**src/rtl/spi_bufwr_pkg.sv**
```systemverilog
package spi_bufwr_pkg;

  parameter int BYTE_W = 8;

  typedef enum logic [1:0] {
    ST_OPC  = 2'd0,
    ST_ADR  = 2'd1,
    ST_DAT  = 2'd2,
    ST_SKIP = 2'd3
  } bw_state_e;

endpackage

```
**src/rtl/spi_bufwr_sync.sv**
```systemverilog
module spi_bufwr_sync #(
  parameter int               WIDTH   = 3,
  parameter int               STAGES  = 2,
  parameter logic [WIDTH-1:0] RST_VAL = '0
) (
  input  logic             clk,
  input  logic             rst_n,
  input  logic [WIDTH-1:0] d,
  output logic [WIDTH-1:0] q
);

  logic [WIDTH-1:0] stg [STAGES];

  for (genvar s = 0; s < STAGES; s++) begin : g_stage
    if (s == 0) begin : g_first
      always_ff @(posedge clk or negedge rst_n)
        if (!rst_n) stg[s] <= RST_VAL;
        else        stg[s] <= d;
    end else begin : g_next
      always_ff @(posedge clk or negedge rst_n)
        if (!rst_n) stg[s] <= RST_VAL;
        else        stg[s] <= stg[s-1];
    end
  end

  assign q = stg[STAGES-1];

endmodule

```
**src/rtl/spi_bufwr_rx.sv**
```systemverilog
module spi_bufwr_rx (
  input  logic clk,
  input  logic rst_n,
  input  logic sck_s,
  input  logic cs_n_s,
  input  logic si_s,
  output logic bit_stb,
  output logic bit_val,
  output logic cs_active
);

  logic sck_q;

  always_ff @(posedge clk or negedge rst_n)
    if (!rst_n) sck_q <= 1'b0;
    else        sck_q <= sck_s;

  // a rising serial clock edge counts only while the device is selected
  assign cs_active = ~cs_n_s;
  assign bit_stb   = cs_active & sck_s & ~sck_q;
  assign bit_val   = si_s;

endmodule

```
**src/rtl/spi_bufwr_top.sv**
```systemverilog
module spi_bufwr_top
  import spi_bufwr_pkg::*;
#(
  parameter int         DEPTH       = 264,
  parameter logic [7:0] OPCODE      = 8'h84,
  parameter int         ADR_BITS    = 24,
  parameter int         SYNC_STAGES = 2,
  localparam int        ADDR_W      = $clog2(DEPTH),
  localparam int        CNT_W       = $clog2(ADR_BITS)
) (
  input  logic              clk,
  input  logic              rst_n,
  input  logic              sck,
  input  logic              cs_n,
  input  logic              si,
  output logic [ADDR_W-1:0] buf_addr,
  output logic [BYTE_W-1:0] buf_wdata,
  output logic              buf_we
);

  // start address at or above the depth is reduced once
  function automatic logic [ADDR_W-1:0] fold_start(input logic [ADDR_W-1:0] a);
    if (int'(a) >= DEPTH) return ADDR_W'(int'(a) - DEPTH);
    return a;
  endfunction

  // next buffer location with return to zero past the end
  function automatic logic [ADDR_W-1:0] step_addr(input logic [ADDR_W-1:0] a);
    if (int'(a) >= DEPTH - 1) return '0;
    return a + 1'b1;
  endfunction

  logic [2:0] pins_s;
  logic       bit_stb, bit_val;
  logic       cs_active;
  logic       in_skip;
  logic       byte_done;

  spi_bufwr_sync #(
    .WIDTH  (3),
    .STAGES (SYNC_STAGES),
    .RST_VAL(3'b010)
  ) sync_i (
    .clk  (clk),
    .rst_n(rst_n),
    .d    ({sck, cs_n, si}),
    .q    (pins_s)
  );

  spi_bufwr_rx rx_i (
    .clk      (clk),
    .rst_n    (rst_n),
    .sck_s    (pins_s[2]),
    .cs_n_s   (pins_s[1]),
    .si_s     (pins_s[0]),
    .bit_stb  (bit_stb),
    .bit_val  (bit_val),
    .cs_active(cs_active)
  );

  bw_state_e         st_q;
  logic [CNT_W-1:0]  cnt_q;
  logic [BYTE_W-1:0] sh_q;
  logic [ADDR_W-1:0] adr_sh_q;
  logic [ADDR_W-1:0] ptr_q;
  logic [ADDR_W-1:0] addr_q;
  logic [BYTE_W-1:0] data_q;
  logic              we_q;

  logic [BYTE_W-1:0] sh_nxt;
  logic [ADDR_W-1:0] adr_nxt;
  logic              last_byte_bit, last_adr_bit;

  assign sh_nxt        = {sh_q[BYTE_W-2:0], bit_val};
  assign adr_nxt       = {adr_sh_q[ADDR_W-2:0], bit_val};
  assign last_byte_bit = (cnt_q == CNT_W'(BYTE_W - 1));
  assign last_adr_bit  = (cnt_q == CNT_W'(ADR_BITS - 1));
  assign in_skip       = (st_q == ST_SKIP);
  assign byte_done     = bit_stb && (st_q == ST_DAT) && last_byte_bit;

  always_ff @(posedge clk or negedge rst_n) begin
    if (!rst_n) begin
      st_q     <= ST_OPC;
      cnt_q    <= '0;
      sh_q     <= '0;
      adr_sh_q <= '0;
      ptr_q    <= '0;
      addr_q   <= '0;
      data_q   <= '0;
      we_q     <= 1'b0;
    end else begin
      we_q <= 1'b0;
      if (!cs_active) begin
        st_q  <= ST_OPC;
        cnt_q <= '0;
      end else if (bit_stb) begin
        sh_q <= sh_nxt;
        unique case (st_q)
          ST_OPC: begin
            if (last_byte_bit) begin
              st_q  <= (sh_nxt == OPCODE) ? ST_ADR : ST_SKIP;
              cnt_q <= '0;
            end else begin
              cnt_q <= cnt_q + 1'b1;
            end
          end
          ST_ADR: begin
            adr_sh_q <= adr_nxt;
            if (last_adr_bit) begin
              st_q  <= ST_DAT;
              ptr_q <= fold_start(adr_nxt);
              cnt_q <= '0;
            end else begin
              cnt_q <= cnt_q + 1'b1;
            end
          end
          ST_DAT: begin
            if (last_byte_bit) begin
              we_q   <= 1'b1;
              addr_q <= ptr_q;
              data_q <= sh_nxt;
              ptr_q  <= step_addr(ptr_q);
              cnt_q  <= '0;
            end else begin
              cnt_q <= cnt_q + 1'b1;
            end
          end
          default: ;
        endcase
      end
    end
  end

  assign buf_addr  = addr_q;
  assign buf_wdata = data_q;
  assign buf_we    = we_q;

endmodule

```
**config.mk**
```make
export PLATFORM = sky130hd
export DESIGN_NAME = spi_bufwr_top
export DESIGN_NICKNAME = d
export VERILOG_FILES = /design/src/rtl/spi_bufwr_pkg.sv /design/src/rtl/spi_bufwr_sync.sv /design/src/rtl/spi_bufwr_rx.sv /design/src/rtl/spi_bufwr_top.sv
export SDC_FILE = /design/constraint.sdc
export NUM_CORES = 1
export LEC_CHECK = 0
export BUFFER_PORTS_ARGS = -buffer_cell sky130_fd_sc_hd__buf_2
export CAP_MARGIN = 20
export CORE_AREA = 4 4 76 78
export DETAILED_ROUTE_END_ITERATION = 8
export DIE_AREA = 0 0 80 82
export GPL_TIMING_DRIVEN = 0
export PLACE_DENSITY_LB_ADDON = 0.1
export SYNTH_ARGS = -nofsm -noshare
export SYNTH_HDL_FRONTEND = slang
export SYNTH_SLANG_ARGS = --single-unit
```
**constraint.sdc**
```tcl
create_clock -name clk -period 4.2 [get_ports clk]
set_clock_uncertainty 0.1 [all_clocks]
set_input_delay 0.42 -clock clk [delete_from_list [all_inputs] [get_ports clk]]
set_output_delay 0.42 -clock clk [all_outputs]
set_load 0.02 [all_outputs]
```
==> impl_metrics.toml <==
[clocking]
cts-root-buf = "clkbuf_8"
cts_tree = "built"
clk_latency_ps = 320
cts_max_level = 2
holdBufCountCts = 1
cts_resized = 0
path_clk_slew_ps = 110
clk_path_buf_depth = 2
cts.sinks = 56
numCtsBuffers = 5
cts_setup_buffers = 0

[cells_and_area]
final_cell_area_um2 = 3020
finalNonFillerCells = 353
fin_nets = 290
multi_input_area_um2 = 1180
fin_util_pct = 59.6
diodes = 0
seqCellArea_um2 = 1400
layout-drive-gt1-share_pct = 23.7
nFillCells = 462
area_growth_pct = 12.0

[grt]
grt-ovfl-total = 0
grt_pass1_vias = 1894
grt_max_degree = 38
grt_pass1_wl_mm = 8.87
antenna_found_initial = 0
grtUsageTotal_pct = 17.3

[yosys]
syn_inst = 251
synth_top_area_cell = "dfrtp_1"
synthDistinctLibCells = 52
ys_seq_elements = 56
synth_warnings = 0
synth-main-ff-cell = "dfrtp_1"
netlist.area_leader.share_pct = 50.0
synthArstFlopShare_pct = 100
synth_edf_count = 0
netlist_area_um2 = 2700
synth_fp_nets = 259
synth.avg_cell_area_um2 = 10.8
synth_area_leaders = "dfrtp_1 50%, mux2_4 6.1%, nand2_1 5.6%"
yosysSeqAreaShare_pct = 52.0

[worst_setup_path]
required_ps = 4300
start_kind = "flip-flop"
crit_type = "flip-flop to flip-flop"
cp_data_arrival_time_ps = 2400
crit_buf_inv = 2
path_cells = "clkbuf_1 -> inv_1 -> ha_1 -> or4b_2 -> nand2b_1 -> a31oi_1 -> o22ai_1"
cpMaxStageDelayCell = "or4b_2"
critPathTopFamily = "simple AND/OR/NAND/NOR gates"
crit_fanout = 8
end_kind = "flip-flop"
slowest_delay_ps = 660

[power_and_ir_drop]
leakagePower_nw = 1.44
ir_worst_vdd_mv = 0.155
p_per_area_nw_per_um2 = 308
p_total_mw = 0.932

[sta]
drv_slew = 0
finalCritPeriodShare_pct = 54.7
setup_tns_ps = 0
setup_violations = 0
fmax_mhz = 435
grt_setup_unrepaired = "false"
final-hold-violation-count = 0
layout_min_cycle_time_ps = 2300
relSlewSlack_pct = 51.9
tightestPinTransition_ps = 714

[floorplanning]
die_w_um = 80
die_area_um2 = 6560
io_pins = 23
initial_utilization_pct = 53.2
rows = 26
die_y_um = 82
core_area_um2 = 5070

[placed_design]
place_area_um2 = 2920
gp_congestion = 0.880
dp_cells = 344
hpwl_mm = 3.65
port_buffers = 22

[drt]
detail-route-antenna-nets = 0
drtIter0Drc = 132
wl_per_cell_um = 14.3
drc = 0
wirelength_mm = 5.06
num_vias = 1969
dr.pass1.iters = 4
via_per_inst = 5.58

[status]
status = "completed"

[run]
drv_cap = 0

[worst_hold_path]
hold_path_class = "input port to flip-flop"
-- state kept, by name (all words and copies together) (netlist names) --
name and count:
rx_i.sck_q 1, sync_i.q 3, cnt_q 5, sync_i.stg 3, buf_we 1, buf_wdata 8
adr_sh_q 8, sh_q 7, st_q 2, buf_addr 9, ptr_q 9
-- worst register-to-register path, delay by kind of cell (launching register included) --
family / cells / cell delay, ps
simple gates: 2 / 840
flops: 1 / 370
buf+inv: 2 / 320
compound gates: 2 / 320
fa+ha+maj: 1 / 240
-- routing by layer --
metal | share of wire, % | GRT usage (%) | routed length (um) | vias to the layer above
li1 | - | - | - | 964
met4 | 1.4 | 5.57 | 70 | 0
met3 | 4.5 | 3.84 | 226 | 6
met2 | 45 | 27.4 | 2300 | 41
met5 | 0 | 0 | 0 | -
met1 | 49 | 23.7 | 2460 | 958
-- cell usage in the layout (no fill, tap or decap), drive strengths merged, types with 5 or more instances in the layout --
master / count
nand3: 8
nand2: 40
buf: 29
o211ai: 5
dfrtp: 54
inv: 12
nor4: 6
o21ai: 12
a21oi: 10
nor2: 8
mux2: 19
clkbuf: 12
-- cell usage after synthesis (2+ instances only) --
library cell,number
o22ai_1,2
or3_1,3
mux2_4,11
nor3_1,3
a21oi_1,10
nand3b_1,3
nor2_1,8
or3b_2,2
inv_1,11
or4b_2,2
and2_1,2
nand2b_1,3
and3_1,2
nor4b_1,4
buf_6,3
a221oi_1,2
dfstp_2,2
nand2_1,40
dfrtp_1,54
nand4_1,4
a31oi_1,2
buf_2,3
a211o_1,2
mux2_2,8
clkbuf_1,7
o211ai_1,5
nand3_1,8
o21ai_0,12
a32oi_1,2
nor4_1,6
ha_1,3
xor2_1,2
-- path summary, 6_finish.rpt --
path                            endpoint  cells past startpoint  slack (ps)           from
max                             ptr_q[4]                      7        1900    adr_sh_q[3]
min                        sync_i.stg[4]                      1          90           cs_n
max reg2reg                     ptr_q[4]                      7        1900    adr_sh_q[3]
min reg2reg                  sync_i.q[2]                      0         260  sync_i.stg[5]
max in group asynchronous    sync_i.q[1]                      3        2920          rst_n
min in group asynchronous    buf_addr[1]                      2         470          rst_n
-- stage by stage --
step,setup slack (ps),hold WS (ps)
after global routing,1820,73.4
final,1900,87.3
after detailed placement,1930,240
after floorplan,2170,24.4
after global placement,1940,231
after CTS,1910,78.5
-- power breakdown --
| group | switching, mW | internal, mW |
|---|---|---|
| logic | 0.0239 | 0.0165 |
| registers | 0.0190 | 0.559 |
| clock network | 0.191 | 0.123 |
-- layout make-up --
class	count	area share (%)
Buffer	13	2.48
Clock buffer	5	2.28
Clock inverter	3	0.910
Inverter	11	1.37
Multi-Input combinational cell	171	39.0
Sequential cell	56	46.4
Tap cell	70	2.90
Timing Repair Buffer	24	4.63
-- logic make-up after synthesis --
group | share of synthesized area (%)
AOI/OAI and AO/OA | 12.4
xor gates and xnor gates | 0.973
adders and majority gates | 1.39
buffers and inverters | 4.31
DFF | 52.0
muxes | 9.45
and+or+nand+nor | 19.5
No activity file was read; power rests on OpenSTA's default activity.
